File: src/rtl/cfgspace_bar_map.sv
module cfgspace_bar_map #(
  parameter int NBAR = 6,
  parameter logic [NBAR*32-1:0] BAR_SIZE = {32'h0, 32'h0010_0000, 32'h100, 32'h0, 32'h1000, 32'h10},
  parameter logic [NBAR*4-1:0]  BAR_TYPE = {4'h0, 4'h0, 4'h1, 4'h0, 4'h8, 4'h1},
  parameter logic [31:0] ID_WORD    = 32'hC0DE_5A17,
  parameter logic [31:0] CLASS_WORD = 32'h0780_0003,
  parameter logic [7:0]  HDR_BYTE   = 8'h00,
  parameter logic [7:0]  PIN_BYTE   = 8'h01
) (
  input  logic               clk,
  input  logic               rst_n,
  input  logic               wr_en,
  input  logic [5:0]         wr_dw,
  input  logic [3:0]         wr_be,
  input  logic [31:0]        wr_data,
  input  logic [5:0]         rd_dw,
  output logic [31:0]        rd_data,
  input  logic [31:0]        chk_addr,
  input  logic               chk_io,
  output logic [NBAR-1:0]    bar_valid,
  output logic [NBAR*32-1:0] bar_base,
  output logic [NBAR-1:0]    hit
);

  localparam int BAR_DW0 = 4;

  logic [7:0] cfg [256];
  logic       remap_q;
  logic [1:0] cmd_en;
  logic [31:0] id_word;

  function automatic logic [31:0] size_of(input logic [5:0] dw);
    size_of = '0;
    for (int k = 0; k < NBAR; k++)
      if (dw == 6'(BAR_DW0 + k)) size_of = BAR_SIZE[k*32 +: 32];
  endfunction

  function automatic logic [3:0] type_of(input logic [5:0] dw);
    type_of = '0;
    for (int k = 0; k < NBAR; k++)
      if (dw == 6'(BAR_DW0 + k)) type_of = BAR_TYPE[k*4 +: 4];
  endfunction

  function automatic logic is_ro(input logic [7:0] a);
    is_ro = (a[7:2] == 6'd0) || (a[7:2] == 6'd2) || (a == 8'h0E) || (a == 8'h3D);
  endfunction

  function automatic logic [7:0] rst_byte(input logic [7:0] a);
    logic [31:0] w;
    w = '0;
    if (a[7:2] == 6'd0) w = ID_WORD;
    else if (a[7:2] == 6'd2) w = CLASS_WORD;
    else if (a == 8'h0E) w = {8'h00, HDR_BYTE, 16'h0000};
    else if (a == 8'h3D) w = {16'h0000, PIN_BYTE, 8'h00};
    else if (size_of(a[7:2]) != 32'd0) w = {28'd0, type_of(a[7:2])};
    rst_byte = w[{a[1:0], 3'b000} +: 8];
  endfunction

  wire [31:0] wr_sz       = size_of(wr_dw);
  wire        full_bar_wr = wr_en && (wr_be == 4'hF) && (wr_sz != 32'd0);
  wire [31:0] bar_wval    = (wr_data & ~(wr_sz - 32'd1)) | {28'd0, type_of(wr_dw)};
  wire        touches_cmd = (wr_dw == 6'd1) && (wr_be[1:0] != 2'b00);

  always_ff @(posedge clk or negedge rst_n) begin
    if (!rst_n) begin
      for (int i = 0; i < 256; i++) cfg[i] <= rst_byte(8'(i));
      remap_q <= 1'b0;
    end else begin
      remap_q <= full_bar_wr || (wr_en && touches_cmd);
      if (full_bar_wr) begin
        for (int i = 0; i < 4; i++) cfg[{wr_dw, 2'(i)}] <= bar_wval[8*i +: 8];
      end else if (wr_en) begin
        for (int i = 0; i < 4; i++)
          if (wr_be[i] && !is_ro({wr_dw, 2'(i)})) cfg[{wr_dw, 2'(i)}] <= wr_data[8*i +: 8];
      end
    end
  end

  assign cmd_en  = cfg[4][1:0];
  assign id_word = {cfg[3], cfg[2], cfg[1], cfg[0]};
  assign rd_data = {cfg[{rd_dw, 2'd3}], cfg[{rd_dw, 2'd2}], cfg[{rd_dw, 2'd1}], cfg[{rd_dw, 2'd0}]};

  for (genvar n = 0; n < NBAR; n++) begin : g_bar
    localparam logic [31:0] SZ  = BAR_SIZE[n*32 +: 32];
    localparam logic        IO  = BAR_TYPE[n*4];
    localparam logic [7:0]  OFS = 8'(16 + 4*n);

    logic        v_q;
    logic [31:0] b_q;

    wire [31:0] word  = {cfg[OFS + 8'd3], cfg[OFS + 8'd2], cfg[OFS + 8'd1], cfg[OFS]};
    wire [31:0] base  = word & ~(SZ - 32'd1);
    wire [31:0] last  = base + SZ - 32'd1;
    wire        en    = IO ? cmd_en[0] : cmd_en[1];
    wire        inrng = IO ? (last < 32'h0001_0000) : (last != 32'hFFFF_FFFF);
    wire        ok    = (SZ != 32'd0) && en && (base != 32'd0) && (last > base) && inrng;

    always_ff @(posedge clk or negedge rst_n) begin
      if (!rst_n) begin
        v_q <= 1'b0;
        b_q <= '0;
      end else if (remap_q) begin
        v_q <= ok;
        b_q <= ok ? base : 32'd0;
      end
    end

    assign bar_valid[n]         = v_q;
    assign bar_base[n*32 +: 32] = b_q;
    assign hit[n] = v_q && (chk_io == IO) && ((chk_addr & ~(SZ - 32'd1)) == b_q);
  end

endmodule

File: config.mk
export PLATFORM = sky130hd
export DESIGN_NAME = cfgspace_bar_map
export DESIGN_NICKNAME = d
export VERILOG_FILES = /design/src/rtl/cfgspace_bar_map.sv
export SDC_FILE = /design/constraint.sdc
export NUM_CORES = 2
export LEC_CHECK = 0
export ABC_AREA = 1
export BUFFER_PORTS_ARGS = -buffer_cell sky130_fd_sc_hd__buf_2
export CELL_PAD_IN_SITES_DETAIL_PLACEMENT = 0
export CELL_PAD_IN_SITES_GLOBAL_PLACEMENT = 1
export CORE_MARGIN = 10
export CORE_UTILIZATION = 50
export DETAILED_ROUTE_END_ITERATION = 10
export PLACE_DENSITY = 0.91
export SYNTH_ARGS = -nofsm -noshare
export SYNTH_HDL_FRONTEND = slang
export SYNTH_SLANG_ARGS = --single-unit
export TNS_END_PERCENT = 1
File: constraint.sdc
create_clock -name clk -period 3.73 [get_ports clk]
set_input_delay 0 -clock clk [delete_from_list [all_inputs] [get_ports clk]]
set_output_delay 0 -clock clk [all_outputs]
set_load 0.1 [all_outputs]
==> results by group <==
Clocking
  • Clk root buf: clkbuf_16
  • Clock Path Buffers: 3
  • H-tree Lvls: 4
  • CTS tree: built
  • CTS clock-pin slew for the worst setup and hold paths: 70 ps
  • Worst-skew pair later-pin latency: 900 ps
  • Clk sinks: 2137
  • TritonCTS Buffers: around 230

Critical path
  • Crit end category: register
  • Slowest-stage cell, CP: dlygate4sd3_1
  • Worst path max stage delay: 630 ps
  • Critical path type: primary input to register
  • Buffers & Inverters on Critical Path: 9
  • Worst EP arrival: roughly 4400 ps
  • CP top delay family: buffers and inverters
  • CP cell instances: dlygate4sd3_1 -> buf_4 -> nand2_1 -> dlygate4sd3_1 -> nor2_1 -> inv_1 -> nor2_1 -> buf_4 -> inv_1 -> ha_1 -> nand3_2 -> nand2_8 -> buf_4 -> buf_8 -> nand4_1 -> dlygate4sd3_1 -> o21ai_0
  • Crit path required time: 4550 ps
  • Startpoint Class: primary input
  • Crit-path max FO: 78

Routing
  • Vias: 100881
  • Wirelength per Cell: 23.6 µm
  • Routed wire length: 397 mm
  • Initial DRC count: 13583
  • First-pass DRT Iterations: 8
  • Drt drc: 0
  • Post-route ant nets: 0
  • Vias/cell: 6.00

Die
  • Total die area: about 230000 µm²
  • FP Rows: about 170
  • Ports: 320
  • Starting Density: 0.504
  • Die Y: roughly 480 µm
  • CORE AREA: 208000 µm²
  • Die width: between 400 and 500 µm

Placed design
  • DPL Wire Length: 263 mm
  • GP Congestion: 0.972
  • Dpl ws: between 500 and 600 ps
  • Placement-stage cell area: 110000 µm²
  • IO Port Bufs: 203

STA
  • Skew final: approximately 28 ps
  • Final setup fails: 0
  • Period minus WS final: 3620 ps
  • Final setup TNS: 0 ps
  • Slew @ Worst Pin: 1100 ps
  • Unrepaired setup endpoints after global routing: false
  • Max transition margin: 0.267
  • Final WS setup: between 100 and 150 ps
  • Final Cycle Share: 0.971
  • Fin. Hold Viols: 0
  • Slew Viols, Final: 0
  • F_max: 0.276 GHz
  • Fin Hold WS: approximately 86 ps

Status
  • Status: complete, no violations

Yosys
  • Register bit total from synthesis: 2137
  • Synth Cell Area: 105000 µm²
  • Async S/R FF share, synth: 1.00
  • Cell variety after synth: between 40 and 50
  • Synthesized instance count: 13938
  • Syn_area_per_cell: 7.52 µm²
  • EDFF count, synth: 0
  • Seq/Total Area, Yosys: 0.511
  • Number of synthesis warnings: 0
  • Top FF cell, synth: dfrtp_1

Pwr
  • Net switching power: roughly 16000 µW
  • Sequential power share: 0.454
  • Total power: 56700 µW
  • Int Power: 40600 µW
  • Pleak: 0.0566 µW
  • Max VDD drop: 0.541 mV
  • Clock share of power: 0.414
  • Sw Share: 0.284
  • Gate power share: 0.132
  • P per Cell Area: 481 nW/µm²

Finish
  • Seq. cell area: about 54000 µm²
  • Fin nets: 13909
  • Area grow syn2layout: 12.7%
  • Multi-input gate area: around 45000 µm²
  • Layout cells sized above 1: 0.0790
  • Fill count: between 15000 and 20000
  • Final instance area: 118000 µm²

Worst hold path
  • Worst min path class: primary input to async pin

Flow run
  • Max Cap Viol: 0

Global routing
  • Vias in the first global route: 96205
  • Initial antenna violation count: 22
  • Gr usage total: 0.337
  • GR Overflow Total: 0
  • Largest net degree at the start of global routing: roughly 140
  • Global-route wire length before repair: around 600 mm
## per-stage QoR
step           cells   util
2_1_floorplan  14049      -
3_3_place_gp   16309  0.528
6_report       16815  0.568
3_5_place_dp   16309  0.528
4_1_cts        16803  0.568
5_1_grt        16811  0.568
## metal layers
layer | GRT usage | share of wire | up-vias
met3 | 0.0908 | 0.12 | 1064
li1 | - | - | 45043
met4 | 0.168 | 0.056 | 16
met1 | 0.467 | 0.40 | 48907
met5 | 0.000420 | 0.00026 | -
met2 | 0.484 | 0.42 | 5851
## sequential cells by signal (all words and copies together) (netlist names)
signal     count
cfg         2048
g_bar.b_q     84
g_bar.v_q      4
remap_q        1
## cells in the final DEF, fill, tap and decap left out, drive strengths merged, types with 230 or more instances in the layout
cell type / n
nand4: 369
o21ai: 1249
nor2: 872
buf: 626
dfrtp: 2111
inv: 389
nand2: 5202
a21oi: 230
nand3: 2206
clkbuf: 340
## power groups by stage
| stage | logic, µW | registers (µW) | clock network, µW |
|---|---|---|---|
| finish | 7470 | 25800 | 23500 |
| global route | 8110 | 26000 | 24600 |
| CTS | 7340 | 25700 | 23600 |
| detailed placement | 7250 | 26100 | 0 |
| global placement | 7100 | 26100 | 0 |
| floorplan | 4600 | 25900 | 0 |
## kinds of logic after synthesis
kind of cell,count (synthesis),share of synthesized area
buffers and inverters,1559,0.0642
AND/OR/NAND/NOR,8690,0.349
XOR/XNOR,24,0.00201
flip-flops,2137,0.511
AO/OA/AOI/OAI,1524,0.0737
adder cells (fa/ha/maj),3,0.000358
other,1,0.0000358
## Yosys cell counts, drive strengths merged (18+ instances only)
cell type	n	area share
a21oi	230	0.011
nand4	369	0.022
buf	455	0.025
nor3	22	0.0013
clkbuf	698	0.025
o22ai	25	0.0015
dfstp	26	0.0065
xnor2	18	0.0015
inv	377	0.014
nand2	5201	0.19
nor2	872	0.032
dfrtp	2111	0.50
clkinv	29	0.0010
nand3	2206	0.11
o21ai	1249	0.060
## layout make-up
type / count / share of cell area
antenna: 10 / 0.000212
tap: 2788 / 0.0295
clock inverter: 84 / 0.00871
sequential: 2137 / 0.453
timing repair buffer: 697 / 0.0566
inverter: 406 / 0.0131
clock buffer: 339 / 0.0563
multi-input combinational: 10354 / 0.382
## what timing repair did
item,4_1_cts,5_1_grt
hold endpoints to repair,2128,0
resized for setup,0,8
buffers inserted,0,0
endpoints found under the setup margin,0,50
hold buffers,71,0
## path summary, 6_finish.rpt
path,start,to,slack (ps),depth (start not counted)
max,wr_dw[1],cfg[1343]$_DFFE_PN0P_,110,17
min,rst_n,cfg[1967]$_DFFE_PN1P_,90,2
max reg2reg,remap_q$_DFF_PN0_,g_bar[3].b_q[9]$_DFFE_PN0P_,1390,8
min reg2reg,cfg[1976]$_DFFE_PN1P_,cfg[1976]$_DFFE_PN1P_,440,2
max in group asynchronous,rst_n,cfg[195]$_DFFE_PN0P_,2760,4
min in group clk,wr_data[7],cfg[1919]$_DFFE_PN0P_,130,4
Note: power is estimated with default switching activity, not from simulation.
